[config.mk]
export PLATFORM = sky130hd
export DESIGN_NAME = nibtx_frame_master
export DESIGN_NICKNAME = d
export VERILOG_FILES = /design/src/rtl/nibtx_pkg.sv /design/src/rtl/nibtx_clkdiv.sv /design/src/rtl/nibtx_slot_ctr.sv /design/src/rtl/nibtx_serializer.sv /design/src/rtl/nibtx_frame_master.sv
export SDC_FILE = /design/constraint.sdc
export NUM_CORES = 1
export LEC_CHECK = 0
export BUFFER_PORTS_ARGS = -buffer_cell sky130_fd_sc_hd__buf_2
export CELL_PAD_IN_SITES_DETAIL_PLACEMENT = 1
export CELL_PAD_IN_SITES_GLOBAL_PLACEMENT = 1
export CORE_ASPECT_RATIO = 1.25
export CORE_UTILIZATION = 42
export DETAILED_ROUTE_END_ITERATION = 7
export GPL_TIMING_DRIVEN = 1
export PLACE_DENSITY_LB_ADDON = 0.1
export SLEW_MARGIN = 10
export SYNTH_ARGS = -nofsm -noshare
export SYNTH_HDL_FRONTEND = slang
export SYNTH_SLANG_ARGS = --single-unit
[constraint.sdc]
create_clock -name clk -period 1.9 [get_ports clk]
set_clock_uncertainty 0.1 [all_clocks]
set_input_delay 0.285 -clock clk [delete_from_list [all_inputs] [get_ports clk]]
set_output_delay 0.285 -clock clk [all_outputs]
set_load 0.01 [all_outputs]
[src/rtl/nibtx_pkg.sv]
package nibtx_pkg;

    // Bits carried by one nibble slot; also the bit-clock divide ratio.
    localparam int NIB_W = 4;

    // One serializer stage: shift data plus slot attributes.
    typedef struct packed {
        logic [NIB_W-1:0] sh;
        logic             ovh;
        logic             last;
    } ser_stage_t;

    // True when a nibble slot index falls inside the overhead region.
    function automatic logic slot_is_ovh(input int unsigned slot,
                                         input int unsigned n_ovh);
        return slot < n_ovh;
    endfunction

endpackage

[src/rtl/nibtx_clkdiv.sv]
module nibtx_clkdiv #(
    parameter int DIV      = 4,
    parameter int CAP_EDGE = 3,
    localparam int PH_W    = $clog2(DIV)
) (
    input  logic            clk,
    input  logic            rst,
    output logic [PH_W-1:0] ph_o,
    output logic            nclk_o,
    output logic            cap_o,
    output logic            wrap_o
);

    logic [PH_W-1:0] ph_q;

    always_ff @(posedge clk) begin
        if (rst)
            ph_q <= '0;
        else if (ph_q == PH_W'(DIV - 1))
            ph_q <= '0;
        else
            ph_q <= ph_q + 1'b1;
    end

    assign ph_o   = ph_q;
    assign nclk_o = ph_q < PH_W'(DIV / 2);
    assign cap_o  = ph_q == PH_W'(CAP_EDGE - 1);
    assign wrap_o = ph_q == PH_W'(DIV - 1);

    // nibble clock stays high two cycles after it rises, then drops
    a_r1_nclk_shape: assert property (@(posedge clk) disable iff (rst)
        $rose(nclk_o) |=> nclk_o ##1 !nclk_o);

endmodule

[src/rtl/nibtx_slot_ctr.sv]
module nibtx_slot_ctr
    import nibtx_pkg::*;
#(
    parameter int SLOTS     = 384,
    parameter int OVH_SLOTS = 3,
    localparam int SLOT_W   = $clog2(SLOTS)
) (
    input  logic              clk,
    input  logic              rst,
    input  logic              adv_i,
    output logic [SLOT_W-1:0] slot_o,
    output logic              ovh_now_o,
    output logic              last_now_o,
    output logic              warn_o
);

    logic [SLOT_W-1:0] slot_q;
    logic [SLOT_W-1:0] slot_nxt;

    always_comb begin
        if (slot_q == SLOT_W'(SLOTS - 1))
            slot_nxt = '0;
        else
            slot_nxt = slot_q + 1'b1;
    end

    always_ff @(posedge clk) begin
        if (rst)
            slot_q <= '0;
        else if (adv_i)
            slot_q <= slot_nxt;
    end

    assign slot_o     = slot_q;
    assign ovh_now_o  = slot_is_ovh(32'(slot_q), OVH_SLOTS);
    assign last_now_o = slot_q == SLOT_W'(SLOTS - 1);
    assign warn_o     = slot_is_ovh(32'(slot_nxt), OVH_SLOTS);

    // the warning can only begin in the final slot of a frame
    a_r7_warn_start: assert property (@(posedge clk) disable iff (rst)
        $rose(warn_o) |-> slot_q == SLOT_W'(SLOTS - 1));

endmodule

[src/rtl/nibtx_serializer.sv]
module nibtx_serializer
    import nibtx_pkg::*;
(
    input  logic             clk,
    input  logic             rst,
    input  logic             load_i,
    input  logic [NIB_W-1:0] nib_i,
    input  logic             ovh_i,
    input  logic             last_i,
    output logic             bit_o,
    output logic             vld_o,
    output logic             end_o
);

    localparam int IDX_W = $clog2(NIB_W);

    ser_stage_t       st_q;
    logic [IDX_W-1:0] idx_q;
    logic             act_q;

    always_ff @(posedge clk) begin
        if (rst) begin
            st_q  <= '0;
            idx_q <= '0;
            act_q <= 1'b0;
        end else if (load_i) begin
            st_q.sh   <= ovh_i ? '0 : nib_i;
            st_q.ovh  <= ovh_i;
            st_q.last <= last_i;
            idx_q     <= '0;
            act_q     <= 1'b1;
        end else begin
            st_q.sh <= {st_q.sh[NIB_W-2:0], 1'b0};
            idx_q   <= idx_q + 1'b1;
        end
    end

    assign bit_o = st_q.sh[NIB_W-1];
    assign vld_o = act_q & ~st_q.ovh;
    assign end_o = act_q & st_q.last & (idx_q == IDX_W'(NIB_W - 1));

    // frame marker never lasts beyond one bit period
    a_r6_end_single: assert property (@(posedge clk) disable iff (rst)
        end_o |=> !end_o);

    // every non-payload bit on the stream is zero
    a_r5_ovh_zero: assert property (@(posedge clk) disable iff (rst)
        !vld_o |-> !bit_o);

endmodule

[src/rtl/nibtx_frame_master.sv]
module nibtx_frame_master
    import nibtx_pkg::*;
#(
    parameter int FRAME_BITS = 1536,
    parameter int OVH_BITS   = 12,
    parameter int CAP_EDGE   = 3
) (
    input  logic             clk,
    input  logic             rst,
    input  logic [NIB_W-1:0] tx_nib_i,
    output logic             nib_clk_o,
    output logic             ovh_warn_o,
    output logic             bit_o,
    output logic             bit_vld_o,
    output logic             frame_end_o
);

    localparam int SLOTS     = FRAME_BITS / NIB_W;
    localparam int OVH_SLOTS = OVH_BITS / NIB_W;
    localparam int PH_W      = $clog2(NIB_W);
    localparam int SLOT_W    = $clog2(SLOTS);

    logic [PH_W-1:0]   ph;
    logic              cap;
    logic              wrap;
    logic [SLOT_W-1:0] slot;
    logic              ovh_now;
    logic              last_now;

    nibtx_clkdiv #(
        .DIV      (NIB_W),
        .CAP_EDGE (CAP_EDGE)
    ) div_i (
        .clk    (clk),
        .rst    (rst),
        .ph_o   (ph),
        .nclk_o (nib_clk_o),
        .cap_o  (cap),
        .wrap_o (wrap)
    );

    nibtx_slot_ctr #(
        .SLOTS     (SLOTS),
        .OVH_SLOTS (OVH_SLOTS)
    ) slot_i (
        .clk        (clk),
        .rst        (rst),
        .adv_i      (wrap),
        .slot_o     (slot),
        .ovh_now_o  (ovh_now),
        .last_now_o (last_now),
        .warn_o     (ovh_warn_o)
    );

    nibtx_serializer ser_i (
        .clk    (clk),
        .rst    (rst),
        .load_i (cap),
        .nib_i  (tx_nib_i),
        .ovh_i  (ovh_now),
        .last_i (last_now),
        .bit_o  (bit_o),
        .vld_o  (bit_vld_o),
        .end_o  (frame_end_o)
    );

    // last frame bit lands in slot 0 at the sampling phase
    a_r6_end_align: assert property (@(posedge clk) disable iff (rst)
        frame_end_o |-> (slot == '0) && (ph == PH_W'(CAP_EDGE - 1)));

endmodule

=== Word-level counts from Yosys, hierarchy flattened ===
Index checks and enable logic that the tools add are counted.

* Register bits: 20
* Latch bits: 0
* Bits in writable memories: 0
* ROM bits: 0
* Input port bits: 6
* Output and inout bits: 5
* Logic and storage cells: 29
* Memories kept: 0

* Add/subtract/negate cells: 3
* Multiply operators: 0
* Divide/modulo/power cells: 0
* Order comparisons: 3
* Eq/ne operators: 4
* Shift operators: 0
* Mux-type cells: 3
* Bitwise operators: 5
* Reductions and logical operators: 3

{| class="wikitable"
|+ Operators with widths
! operator !! number
|-
| 9-bit by 2-bit less-than comparator with 1-bit output (second input constant) || 2
|-
| 9-bit by 1-bit adder with 9-bit output (second input constant) || 1
|-
| 9-bit equality test (second input constant) || 1
|-
| 9-bit two-way mux || 1
|-
| 4-bit two-way mux || 2
|-
| 2-bit equality test (second input constant) || 3
|-
| 2-bit by 1-bit adder with 2-bit output (second input constant) || 2
|-
| 2-bit OR reduction || 2
|-
| 1-bit AND || 3
|-
| 3-bit OR reduction || 1
|-
| 2-bit less-than comparator (second input constant) || 1
|-
| 1-bit NOT || 2
|}

=== Longest topological paths before layout ===
* Depth after elaboration: 3
* Depth in mapped cells: 6
* Mapped depth without buffers: 5

=== Hierarchy ===
A second synthesis with hierarchy kept.

* Cells, all modules: 120
* Area, all modules: 1062.3 um^2

{| class="wikitable"
|+ Modules (own cells, without submodules)
! module !! times used !! cells each !! area an instance (um^2)
|-
| nibtx_slot_ctr || 1 || 83 || 651.9
|-
| nibtx_serializer || 1 || 29 || 327.8
|-
| nibtx_clkdiv || 1 || 8 || 82.6
|}

=== Worst setup path after synthesis ===
Ideal clock, no wire load.

* Path type: flip-flop to output port
* From: reg slot_i.slot_q[0], in the netlist slot_i.slot_o[0]
* To: out ovh_warn_o
* Arrival: 1.525 ns
* Required time: 1.515 ns
* Setup slack: -0.010 ns
* Stages on the path, launching flop included: 7
* Buffers on the path: 1
* Cell sequence: dfxtp_1 > ha_1 > and4_1 > buf_4 > a211oi_2 > a31oi_1 > nor4b_2

* Longest elaborated chain between the ends: 3
* Elaborated cells on any way between the ends: 4
* Classes of those cells: add/sub (1); order compare (1); eq/ne (1); mux (1)

{| class="wikitable"
|+ Ends and longest elaborated chain
! element !! RTL line !! text
|-
| from (decl) || nibtx_slot_ctr.sv:17 || <nowiki>logic [SLOT_W-1:0] slot_q;</nowiki>
|-
| from (signal assigned) || nibtx_slot_ctr.sv:31 || <nowiki>slot_q <= slot_nxt;</nowiki>
|-
| 9-bit by 1-bit adder with 9-bit output / 9-bit equality test (equally long branches) || nibtx_slot_ctr.sv:24, nibtx_slot_ctr.sv:21 ||
|-
| 9-bit two-way mux (*) || nibtx_slot_ctr.sv:21 || <nowiki>if (slot_q == SLOT_W'(SLOTS - 1))</nowiki>
|-
| 9-bit by 2-bit less-than comparator with 1-bit output (*) || nibtx_pkg.sv:16 || <nowiki>return slot < n_ovh;</nowiki>
|-
| to (decl) || nibtx_frame_master.sv:12 || <nowiki>output logic ovh_warn_o,</nowiki>
|}

Mark *: on every way between the ends. The rest lies on a longest branch, timed or not.

=== Final worst setup path ===
* From: reg slot_i.slot_q[1], in the netlist slot_i.slot_o[1]
* To: out ovh_warn_o

The elaborated chain is that of the path after synthesis.

==> qor.csv <==
stage,metric,value,unit
worst_setup_path,startpoint_type,flop,
synth,ys_types,35,
sta,setup_violations,1,
grt,grtUsageTotal,18.6,%
drt,dr.pass1.iters,3,
floorplanning,row_count,19,
sta,final_hold_viol_count,0,
drt,ant_nets,0,
synth,synthMostInstantiatedCell,dfxtp_1,
worst_setup_path,slowest_delay,0.35,ns
sta,drv_slew,0,
pwr,clockPowerShare,24.5,%
floorplanning,dieHeight,56.4,um
cells_and_area,diodes,0,
cells_and_area,num-fill-cells,268,
worst_setup_path,path_cells,ha_4 > nand2b_1 > and3b_1 > o22ai_2 > nor4b_2 > buf_2,
worst_hold_path,hold_path.class,primary input to flop,
synth,ys_ff_latch,20,
sta,clock.fmax,501,MHz
clock_network,cts_tree,built,
floorplanning,die_w,45.6,um
sta,rsz0062_at_grt,true,
pwr,p_total,0.792,mW
clock_network,clkSinkCount,20,
sta,worst_slew_pin_slew,0.331,ns
grt,grt_pass1_wl,3.53,mm
drt,drc_errors,0,
synth,ys_warn_count,0,
synth,ys.flop_type,dfxtp_1,
pwr,power_density,680,nW/um^2
placement,dp_hpwl,1.58,mm
worst_setup_path,critPathSlowestCell,dfxtp_2,
drt,drt_iter0_markers,12,
pwr,ir_drop,0.539,mV
grt,overflow,0,
clock_network,clk_latency,0.29,ns
synth,synth.top_cell.area_share,40.2,%
synth,synth_fp_nets,119,
cells_and_area,final_cells,154,
worst_setup_path,required,1.51,ns
drt,vias_per_cell,5.29,
placement,portBuffers,10,
cells_and_area,layout-drive-gt1-share,31.7,%
synth,async_flop_share,0,%
clock_network,cts_root_buf,clkbuf_4,
cells_and_area,fin_nets,135,
cells_and_area,area_growth,17.0,%
sta,relSlewSlack,77.9,%
pwr,seq_power_share,58.6,%
drt,vias,815,
grt,grt_max_degree,18,
worst_setup_path,cp_max_fo,2,
cells_and_area,finalCoreUtilization,52.7,%
grt,grt_pass1_vias,821,
sta,period_needed,1.99,ns
worst_setup_path,critPathBufInv,1,
floorplanning,core_area,2210,um^2
clock_network,numCtsBuffers,3,
synth,yosys.area.top_type,dfxtp_1,
worst_setup_path,critPathArrivalTime,1.61,ns
synth,synthTopCellsByCount,"20 x dfxtp_1, 11 x nor2_1, 7 x nor3_1",
worst_setup_path,cp-end-kind,primary output,
placement,gp_congestion,0.769,
worst_setup_path,crit_family,simple AND/OR/NAND/NOR gates,
synth,netlist_instances,109,
pwr,swShare,26.2,%
floorplanning,die-area,2570,um^2
clock_network,clk_path_buf_depth,2,
floorplanning,initial_utilization,45.0,%
synth,synth_area_leaders,"dfxtp_1 40%, ha_1 5.0%, mux2i_1 5.0%, nor2_1 4.1%, nor3_1 3.5%",
sta,period_share,105,%
placement,place_worst_setup_slack,0.0537,ns
clock_network,htreeDepth,1,
status,violations,negative setup slack,
grt,grt_antenna_before_repair,0,
synth,synth_edf_count,0,
placement,dp.cells,150,
pwr,p_switching,0.207,mW
clock_network,clkSlewWorstSetupHoldPaths,0.11,ns
status,status,"finished, violations left",
pwr,p_int,0.585,mW
synth,synth_area,996,um^2
pwr,combPwrFrac,16.8,%
drt,wire_per_inst,13.3,um
synth,ys_seq_area_share,40.2,%
worst_setup_path,criticalPathCategory,flop to primary output,
drt,wl,2.05,mm
synth,avgSynthCellArea,9.14,um^2
pwr,p_leak,0.473,nW
clock_network,ctsHoldBuffers,0,
flow_run,cap_viol_max_count,0,
floorplanning,ios,11,
sta,final.setup.worst_slack,-0.0940,ns
==> state kept, by name (all words and copies together), names as in the netlist <==
| name | flops |
|---|---|
| ser_i.idx_q | 2 |
| ser_i.act_q | 1 |
| ser_i.st_q | 5 |
| div_i.ph_o | 2 |
| ser_i.bit_o | 1 |
| slot_i.slot_o | 9 |
==> layout by cell type (no fill, tap or decap), types with 3 or more instances in the layout <==
master / count
a31oi_1: 3
nand2b_1: 4
a22o_1: 3
buf_2: 10
nand4_1: 4
inv_1: 3
clkbuf_4: 3
a21oi_1: 4
mux2i_1: 5
xor2_1: 3
nor3_1: 6
buf_4: 9
nand2_1: 3
dfxtp_2: 7
dfxtp_1: 13
ha_1: 3
nand3_1: 5
nor2_1: 11
and3_1: 3
==> metrics by stage <==
step                hold slack (ns)  setup TNS (ns)  instance area [um^2]
floorplan                     0.304               0                  1000
global placement              0.313               0                  1100
detailed placement            0.323               0                  1100
CTS                          0.0947          -0.148                  1150
global route                 0.0840          -0.178                  1160
finish                       0.0916         -0.0940                  1160
==> timing repair <==
action,in CTS,in global routing
endpoints found under the setup margin,1,1
buffers inserted,0,1
pin swaps,6,4
resized for setup,8,2
==> power groups by stage <==
stage	Sequential, mW	Combinational, mW	Clock, mW
after floorplan	0.467	0.0938	0
after global placement	0.472	0.125	0
after detailed placement	0.473	0.131	0
after CTS	0.465	0.133	0.204
after global routing	0.469	0.149	0.215
final	0.464	0.133	0.194
==> path summary, 6_finish.rpt <==
kind / start / end / slack (ns) / depth (start not counted)
worst max register to register: slot_i.slot_o[1]$_SDFFE_PP0P_ / slot_i.slot_o[1]$_SDFFE_PP0P_ / 0.41 / 6
worst min register to register: ser_i.idx_q[0]$_SDFF_PP0_ / ser_i.idx_q[0]$_SDFF_PP0_ / 0.33 / 1
worst min-delay path: tx_nib_i[0] / ser_i.st_q[2]$_SDFF_PP0_ / 0.09 / 2
worst max-delay path: slot_i.slot_o[1]$_SDFFE_PP0P_ / ovh_warn_o / -0.09 / 6
==> per-layer routing <==
layer	wire [um]	vias to the layer above	GRT usage [%]
met5	0	-	0
li1	-	413	-
met3	45	2	1.93
met2	1040	11	31.2
met1	937	389	23.7
met4	22	0	6.49
==> area by class of cell <==
class	count	area (um^2)	share of cell area (%)
clock buffers	3	22.5	1.93
inverters	3	11.3	0.967
multi-input cells	78	566	48.5
flip-flops and latches	20	409	35.1
well taps	31	38.8	3.33
repair buffers	19	118	10.1
==> worst reg2reg max path: stages, from the launching register on <==
cell	delay, ns
dfxtp_2	0.37
ha_4	0.13
and4_4	0.23
buf_4	0.14
nand3_1	0.15
a31oi_1	0.21
nor2_1	0.06
==> cells by family after synthesis <==
family          count (synthesis)  synth area share [%]
flops                          20                  40.2
fa+ha+maj                       4                  5.03
compound gates                 14                  9.93
buf+inv                        11                  5.65
xor+xnor                        4                  3.52
mux                             5                  5.03
simple gates                   51                  30.7
Note: power is estimated with default switching activity, not from simulation.
